==> src/rtl/dac_if_pkg.sv <==
package dac_if_pkg;

  typedef enum logic [1:0] {
    MODE_RUN     = 2'b00,
    MODE_PD_1K   = 2'b01,
    MODE_PD_100K = 2'b10,
    MODE_PD_OPEN = 2'b11
  } pd_mode_e;

  typedef struct packed {
    logic drive;
    logic pull_1k;
    logic pull_100k;
    logic open;
  } stage_ctl_t;

  function automatic stage_ctl_t decode_stage(pd_mode_e m);
    stage_ctl_t s;
    s = '0;
    case (m)
      MODE_RUN:     s.drive     = 1'b1;
      MODE_PD_1K:   s.pull_1k   = 1'b1;
      MODE_PD_100K: s.pull_100k = 1'b1;
      default:      s.open      = 1'b1;
    endcase
    return s;
  endfunction

endpackage

==> src/rtl/dac_if_sync.sv <==
module dac_if_sync #(
  parameter int              WIDTH   = 3,
  parameter int              STAGES  = 2,
  parameter logic [WIDTH-1:0] RST_VAL = '0
) (
  input  logic             clk,
  input  logic             rst_n,
  input  logic [WIDTH-1:0] async_i,
  output logic [WIDTH-1:0] sync_o
);

  logic [STAGES-1:0][WIDTH-1:0] pipe;

  always_ff @(posedge clk or negedge rst_n) begin
    if (!rst_n) begin
      pipe <= {STAGES{RST_VAL}};
    end else begin
      pipe[0] <= async_i;
      for (int s = 1; s < STAGES; s++) pipe[s] <= pipe[s-1];
    end
  end

  assign sync_o = pipe[STAGES-1];

endmodule

==> src/rtl/dac_if_frame.sv <==
module dac_if_frame #(
  parameter int FRAME_W = 24,
  parameter int PAY_W   = 18
) (
  input  logic             clk,
  input  logic             rst_n,
  input  logic             sync_n_s,
  input  logic             sclk_s,
  input  logic             din_s,
  output logic             frame_commit,
  output logic             frame_abort,
  output logic [PAY_W-1:0] frame_word
);

  localparam int               CNT_W = $clog2(FRAME_W + 1);
  localparam logic [CNT_W-1:0] LAST  = CNT_W'(FRAME_W - 1);

  logic             sclk_q;
  logic             armed;
  logic [CNT_W-1:0] cnt;
  logic [PAY_W-1:0] shreg;
  logic             sclk_fall;
  logic             in_frame;

  assign sclk_fall    = sclk_q & ~sclk_s;
  assign in_frame     = armed & ~sync_n_s;
  assign frame_word   = {shreg[PAY_W-2:0], din_s};
  assign frame_commit = in_frame & sclk_fall & (cnt == LAST);
  assign frame_abort  = sync_n_s & (cnt != '0);

  always_ff @(posedge clk or negedge rst_n) begin
    if (!rst_n) begin
      sclk_q <= 1'b1;
      armed  <= 1'b0;
      cnt    <= '0;
      shreg  <= '0;
    end else begin
      sclk_q <= sclk_s;
      if (sync_n_s) begin
        armed <= 1'b1;
        cnt   <= '0;
        shreg <= '0;
      end else if (in_frame && sclk_fall) begin
        shreg <= frame_word;
        if (cnt == LAST) begin
          cnt   <= '0;
          armed <= 1'b0;
        end else begin
          cnt <= cnt + 1'b1;
        end
      end
    end
  end

endmodule

==> src/rtl/dac_if_regs.sv <==
module dac_if_regs
  import dac_if_pkg::*;
#(
  parameter int CODE_W         = 16,
  parameter bit RESET_MIDSCALE = 1'b0
) (
  input  logic              clk,
  input  logic              rst_n,
  input  logic              commit,
  input  logic [CODE_W+1:0] payload,
  output logic [CODE_W-1:0] code_q,
  output pd_mode_e          mode_q,
  output logic              upd_stb,
  output stage_ctl_t        stage
);

  localparam logic [CODE_W-1:0] RST_CODE =
    RESET_MIDSCALE ? {1'b1, {(CODE_W-1){1'b0}}} : '0;

  function automatic logic [CODE_W-1:0] code_of(logic [CODE_W+1:0] p);
    return p[CODE_W-1:0];
  endfunction

  function automatic pd_mode_e mode_of(logic [CODE_W+1:0] p);
    return pd_mode_e'(p[CODE_W +: 2]);
  endfunction

  always_ff @(posedge clk or negedge rst_n) begin
    if (!rst_n) begin
      code_q  <= RST_CODE;
      mode_q  <= MODE_RUN;
      upd_stb <= 1'b0;
    end else begin
      upd_stb <= commit;
      if (commit) begin
        code_q <= code_of(payload);
        mode_q <= mode_of(payload);
      end
    end
  end

  assign stage = decode_stage(mode_q);

endmodule

==> src/rtl/dac_serial_front.sv <==
module dac_serial_front
  import dac_if_pkg::*;
#(
  parameter int CODE_W         = 16,
  parameter int PAD_W          = 6,
  parameter int SYNC_STAGES    = 2,
  parameter bit RESET_MIDSCALE = 1'b0
) (
  input  logic              clk,
  input  logic              rst_n,
  input  logic              sync_n,
  input  logic              sclk,
  input  logic              din,
  output logic [CODE_W-1:0] dac_code,
  output logic [1:0]        pd_mode,
  output logic              drv_on,
  output logic              pull_1k,
  output logic              pull_100k,
  output logic              out_open,
  output logic              upd_stb
);

  localparam int PAY_W   = CODE_W + 2;
  localparam int FRAME_W = PAD_W + PAY_W;

  logic [2:0]       pins_s;
  logic             frame_commit;
  logic             frame_abort;
  logic [PAY_W-1:0] frame_word;
  pd_mode_e         mode_q;
  stage_ctl_t       stage;

  dac_if_sync #(
    .WIDTH  (3),
    .STAGES (SYNC_STAGES),
    .RST_VAL(3'b110)
  ) u_sync (
    .clk    (clk),
    .rst_n  (rst_n),
    .async_i({sync_n, sclk, din}),
    .sync_o (pins_s)
  );

  dac_if_frame #(
    .FRAME_W(FRAME_W),
    .PAY_W  (PAY_W)
  ) u_frame (
    .clk         (clk),
    .rst_n       (rst_n),
    .sync_n_s    (pins_s[2]),
    .sclk_s      (pins_s[1]),
    .din_s       (pins_s[0]),
    .frame_commit(frame_commit),
    .frame_abort (frame_abort),
    .frame_word  (frame_word)
  );

  dac_if_regs #(
    .CODE_W        (CODE_W),
    .RESET_MIDSCALE(RESET_MIDSCALE)
  ) u_regs (
    .clk    (clk),
    .rst_n  (rst_n),
    .commit (frame_commit),
    .payload(frame_word),
    .code_q (dac_code),
    .mode_q (mode_q),
    .upd_stb(upd_stb),
    .stage  (stage)
  );

  assign pd_mode   = mode_q;
  assign drv_on    = stage.drive;
  assign pull_1k   = stage.pull_1k;
  assign pull_100k = stage.pull_100k;
  assign out_open  = stage.open;

endmodule

==> config.mk <==
export PLATFORM = sky130hd
export DESIGN_NAME = dac_serial_front
export DESIGN_NICKNAME = d
export VERILOG_FILES = /design/src/rtl/dac_if_pkg.sv /design/src/rtl/dac_if_sync.sv /design/src/rtl/dac_if_frame.sv /design/src/rtl/dac_if_regs.sv /design/src/rtl/dac_serial_front.sv
export SDC_FILE = /design/constraint.sdc
export NUM_CORES = 1
export LEC_CHECK = 0
export BUFFER_PORTS_ARGS = -buffer_cell sky130_fd_sc_hd__buf_4
export CAP_MARGIN = 30
export CORE_MARGIN = 2
export CORE_UTILIZATION = 45
export DETAILED_ROUTE_END_ITERATION = 6
export PLACE_DENSITY_LB_ADDON = 0.1
export SYNTH_ARGS = -nofsm -noshare
export SYNTH_HDL_FRONTEND = slang
export SYNTH_SLANG_ARGS = --single-unit
==> constraint.sdc <==
create_clock -name clk -period 2 [get_ports clk]
set_input_delay 0.2 -clock clk [delete_from_list [all_inputs] [get_ports clk]]
set_output_delay 0.2 -clock clk [all_outputs]
set_load 0.02 [all_outputs]
# Word level (Yosys, flattened, before mapping)
# Index checks and enable logic that the tools add are counted.
dict set report totals {
  in_bits 5
  reg_bits 49
  elab_cells 37
  out_inout_bits 23
  latchBits 0
  romBits 0
  ram_bits 0
  mem_count 0
}
dict set report op_classes {
  n_div 0
  add_sub_neg 1
  n_reduce_logical 6
  order_cmp 0
  shift 0
  bitwise 6
  eq_ne 3
  n_mux 12
  n_mul 0
}
# operator count
set ops {}
lappend ops {{17-bit two-way mux} 2}
lappend ops {{5-bit two-way mux} 3}
lappend ops {{1-bit two-way mux} 7}
lappend ops {{5-bit by 1-bit adder with 5-bit output (second input constant)} 1}
lappend ops {{5-bit equality test (second input constant)} 1}
lappend ops {{1-bit AND} 4}
lappend ops {{2-bit nonzero test} 2}
lappend ops {{3-bit OR reduction} 1}
lappend ops {{2-bit by 1-bit equality test with 1-bit output (second input constant)} 1}
lappend ops {{2-bit equality test (second input constant)} 1}
lappend ops {{2-bit zero test} 1}
lappend ops {{1-bit NOT} 2}
lappend ops {{2-bit AND reduction} 1}
lappend ops {{1-bit logical AND} 1}

# Longest topological paths before layout
dict set report depth {
  word_depth 5
  mapped_depth 5
  mapped_depth_nobuf 5
}

# Cells and area by module
# Synthesis repeated with hierarchy kept, for this count alone.
dict set report hier_totals {
  hier_cells 167
  hier_area_um2 2004.4
}
# module seq_area_each_um2 instances area_each_um2 cells_each
set by_module_without_submodules {}
lappend by_module_without_submodules {dac_if_frame 601.8 1 1057.3 115}
lappend by_module_without_submodules {dac_if_regs 475.5 1 769.5 43}
lappend by_module_without_submodules {dac_if_sync 155.1 1 177.7 9}

# Worst setup path before layout
# Ideal clock, no wire load.
dict set report synth_path {
  path_type {register to register}
  from {register u_sync.pipe (netlist bit u_sync.sync_o[2])}
  to {register u_regs.code_q[10]}
  arrival_ns 1.433
  required_ns 1.875
  slack_ns 0.442
  n_path_buf 2
  setup_ns 0.125
  path_stages_with_launch 6
  period_less_slack_ns 1.558
  path_cell_list {dfstp_2 and4bb_1 buf_6 nand2_4 buf_6 mux2_4}
}
dict set report synth_via {
  elab_chain_len 4
}
# element line_no
set synth_rtl {}
lappend synth_rtl {{start: declaration} dac_if_sync.sv:12} ;# logic [STAGES-1:0][WIDTH-1:0] pipe;
lappend synth_rtl {{start signal: assignment} dac_if_sync.sv:16} ;# pipe <= {STAGES{RST_VAL}};
lappend synth_rtl {{1-bit NOT} dac_if_frame.sv:26} ;# assign in_frame = armed & ~sync_n_s;
lappend synth_rtl {{1-bit AND} dac_if_frame.sv:26}
lappend synth_rtl {{1-bit AND (2 in a row)} dac_if_frame.sv:28} ;# assign frame_commit = in_frame & sclk_fall & (cnt == LAST);
lappend synth_rtl {{end signal: assignment} dac_if_regs.sv:36} ;# code_q <= code_of(payload);
lappend synth_rtl {{end: declaration} dac_if_regs.sv:11} ;# output logic [CODE_W-1:0] code_q,
# No other way between the ends.
# A chain may end at the register's enable or synchronous reset.

# Worst setup path after layout
dict set report layout_path {
  from {register u_frame.cnt[0]}
  to {register u_regs.mode_q[1]}
}
dict set report layout_via {
  elab_chain_len 2
}
# element line_no
set layout_rtl {}
lappend layout_rtl {{start: declaration} dac_if_frame.sv:20} ;# logic [CNT_W-1:0] cnt;
lappend layout_rtl {{start signal: assignment} dac_if_frame.sv:49} ;# cnt <= cnt + 1'b1;
lappend layout_rtl {{5-bit equality test} dac_if_frame.sv:28}
lappend layout_rtl {{1-bit AND} dac_if_frame.sv:28}
lappend layout_rtl {{named net frame_commit} dac_serial_front.sv:27} ;# logic frame_commit;
lappend layout_rtl {{end signal: assignment} dac_if_regs.sv:37} ;# mode_q <= mode_of(payload);
lappend layout_rtl {{end: declaration} dac_if_regs.sv:12} ;# output pd_mode_e mode_q,
# The timed path passes the listed nets, and every way through them passes these cells.

==> reports/results.ini <==
[synthesis]
yosys.cell_types.count = 26
ys.flop_type = dfrtp_1
synth.top_cell.area_share = 0.560
synth_seq_cells = 49
yosysWarnings = 0
seq_area_frac_synth = 0.627
synth_area_sq_um = 1970
syn_nets = 160
syn_avg_cell_area_sq_um = 12.8
ys_top_cells_by_area = dfrtp_1 56%, mux2_4 6.9%, dfstp_2 6.7%
async_flop_share = 1.00
synth.cells.most_frequent = 44 x dfrtp_1, 21 x nand2_1, 20 x o21ai_0
synth.most_common_cell = dfrtp_1
netlist_instances = 154
synth_edf_count = 0
yosysTopAreaCell = dfrtp_1

[critical_path]
crit_required_ns = 2.19
cp-end-kind = flop
crit_path_start_kind = flop
arrival_ns = 1.90
critPathKind = flop to flop
critical_path.max_fanout = 18

[grt]
grt_first_pass_wirelength_um = 5330
grt_pass1_vias = 1168
antenna_found_initial = 0
grt_max_degree = 50
globalRouteOverflowTotal = 0
grtUsageTotal = 0.138

[power]
p_per_area_nw_per_um2 = 695
power.total_w = 0.00162
peakVddDrop_v = 0.000414
power_leakage_nw = 1.15

[cts]
htreeDepth = 2
clock_sinks = 49
clk_latency_ns = 0.29
post_cts_resized = 0
clk_pin_slew_ns = 0.09
cts_root_buffer = clkbuf_8
cts_buffers = 5
clock_path_buffers = 2
cts_tree = done

[sta]
fmax_mhz = 583
setup_tns_ns = 0
setup_violations = 0
fin_crit_sh = 0.857
skew_ns = 0.00884
max_slew_margin = 0.603
fin_crit_ns = 1.71
hold_viol = 0
tightest_slew_ns = 0.595
rsz0062_at_grt = false
maxSlewViolCount = 0

[floorplan]
die_w_um = 70.1
placementRows = 24
start_util = 0.458
die_h_um = 70.1
ios = 28
die_area_sq_um = 4910
core_sq_um = 4290

[place]
gp_congestion = 0.710
port_buffers = 27
dpl.hpwl_um = 2050
place_area_sq_um = 2200

[final_layout]
syn_to_final_growth_pct = 18.5
num-nets-final = 193
drive_above_1_share = 0.314
n_antenna_cell = 0
finalInstanceArea_sq_um = 2330
nFillCells = 366

[routing]
vias = 1191
drc = 0
wl_per_cell_um = 13.1
antenna_left = 0
wirelength_um = 3130
drt_iter0_drc = 34
via_per_inst = 4.96
drt-pass1-iter-count = 4

[flow_run]
max_cap_viol_count = 0

[min_path]
hold_path_class = flop to flop

[status]
status = finished, final reports clean

[logic make-up after synthesis]
kind of cell,after synthesis,synth area share
compound gates,24,0.0643
simple gates,53,0.153
fa+ha+maj,1,0.00636
mux,19,0.125
flops,49,0.627
buf+inv,8,0.0242
[worst max-delay path, cell delays in order, from the launching register on]
cell     delay (ns)
dfrtp_1        0.39
ha_1           0.21
and4b_1        0.30
nand2_4        0.21
inv_1          0.16
mux2_2         0.34
[what timing repair did]
action | 4_1_cts | 5_1_grt
setup endpoints to repair | 0 | 0
endpoints found under the hold margin | 45 | 2
hold buffers | 2 | 2
buffers inserted | 0 | 0
[flip-flops by register name, indices dropped and copies added (netlist names)]
| name | flops |
|---|---|
| u_frame.shreg | 17 |
| u_regs.code_q | 16 |
| u_frame.cnt | 5 |
| u_sync.pipe | 3 |
| u_sync.sync_o | 3 |
| u_regs.mode_q | 2 |
| u_frame.armed | 1 |
| u_frame.sclk_q | 1 |
| u_regs.upd_stb | 1 |
[metrics by stage]
| step | hold slack (ns) | std cells | util | setup WS (ns) |
|---|---|---|---|---|
| after floorplan | -0.0956 | 154 | - | 0.442 |
| after global placement | 0.240 | 228 | 0.513 | 0.343 |
| after detailed placement | 0.254 | 228 | 0.513 | 0.265 |
| after CTS | 0.00124 | 238 | 0.538 | 0.256 |
| after global routing | 0.368 | 240 | 0.542 | 0.157 |
| final | 0.357 | 240 | 0.542 | 0.285 |
[cells in the final DEF (no fill, tap or decap)]
| cell | instances |
|---|---|
| a21o_1 | 1 |
| a21oi_1 | 2 |
| and2_1 | 1 |
| and4b_1 | 2 |
| and4bb_1 | 1 |
| buf_4 | 29 |
| clkbuf_1 | 2 |
| clkbuf_8 | 5 |
| clkinvlp_4 | 1 |
| dfrtp_1 | 44 |
| dfstp_2 | 5 |
| dlygate4sd3_1 | 4 |
| ha_1 | 1 |
| inv_1 | 1 |
| mux2_2 | 9 |
| mux2_4 | 9 |
| mux2i_1 | 1 |
| nand2_1 | 21 |
| nand2_4 | 1 |
| nand2b_1 | 19 |
| nand3_1 | 1 |
| nand3b_1 | 1 |
| nand4bb_1 | 1 |
| nor2_1 | 1 |
| nor2b_1 | 3 |
| o21ai_0 | 20 |
| o41ai_1 | 1 |
| or3_1 | 1 |
[path summary, 6_finish.rpt]
kind                                             from                            end  slack [ns]  cells after the start
max                        u_frame.cnt[0]$_DFFE_PN0P_   u_regs.mode_q[1]$_DFFE_PN0P_        0.29                      5
min                          u_sync.pipe[1]$_DFF_PN1_     u_sync.sync_o[1]$_DFF_PN1_        0.36                      0
max reg2reg                u_frame.cnt[0]$_DFFE_PN0P_   u_regs.mode_q[1]$_DFFE_PN0P_        0.29                      5
min reg2reg                  u_sync.pipe[1]$_DFF_PN1_     u_sync.sync_o[1]$_DFF_PN1_        0.36                      0
max in group asynchronous                       rst_n   u_frame.shreg[7]$_DFFE_PN0P_        1.14                      2
min in group asynchronous                       rst_n  u_frame.shreg[12]$_DFFE_PN0P_        0.46                      2
[final cells by class]
class                           count  area [sq um]  area share
Sequential cell                    49          1230       0.529
Multi-Input combinational cell     97           686       0.294
Timing Repair Buffer               33           258       0.111
Clock buffer                        7          76.3      0.0328
Tap cell                           52          65.1      0.0279
Clock inverter                      1          7.51     0.00322
Inverter                            1          3.75     0.00161
[per-layer routing]
| metal | routed length (um) | global-route usage | up-vias |
|---|---|---|---|
| met4 | 52 | 0.0577 | 0 |
| met1 | 1480 | 0.174 | 576 |
| met3 | 130 | 0.0375 | 7 |
| met5 | 0 | 0 | - |
| met2 | 1470 | 0.225 | 28 |
| li1 | - | - | 580 |
[power by group]
| group | internal (W) | switching, W |
|---|---|---|
| Combinational | 0.0000219 | 0.0000343 |
| Sequential | 0.00100 | 0.00000746 |
| Clock | 0.000248 | 0.000302 |
No activity file was read; power rests on OpenSTA's default activity.
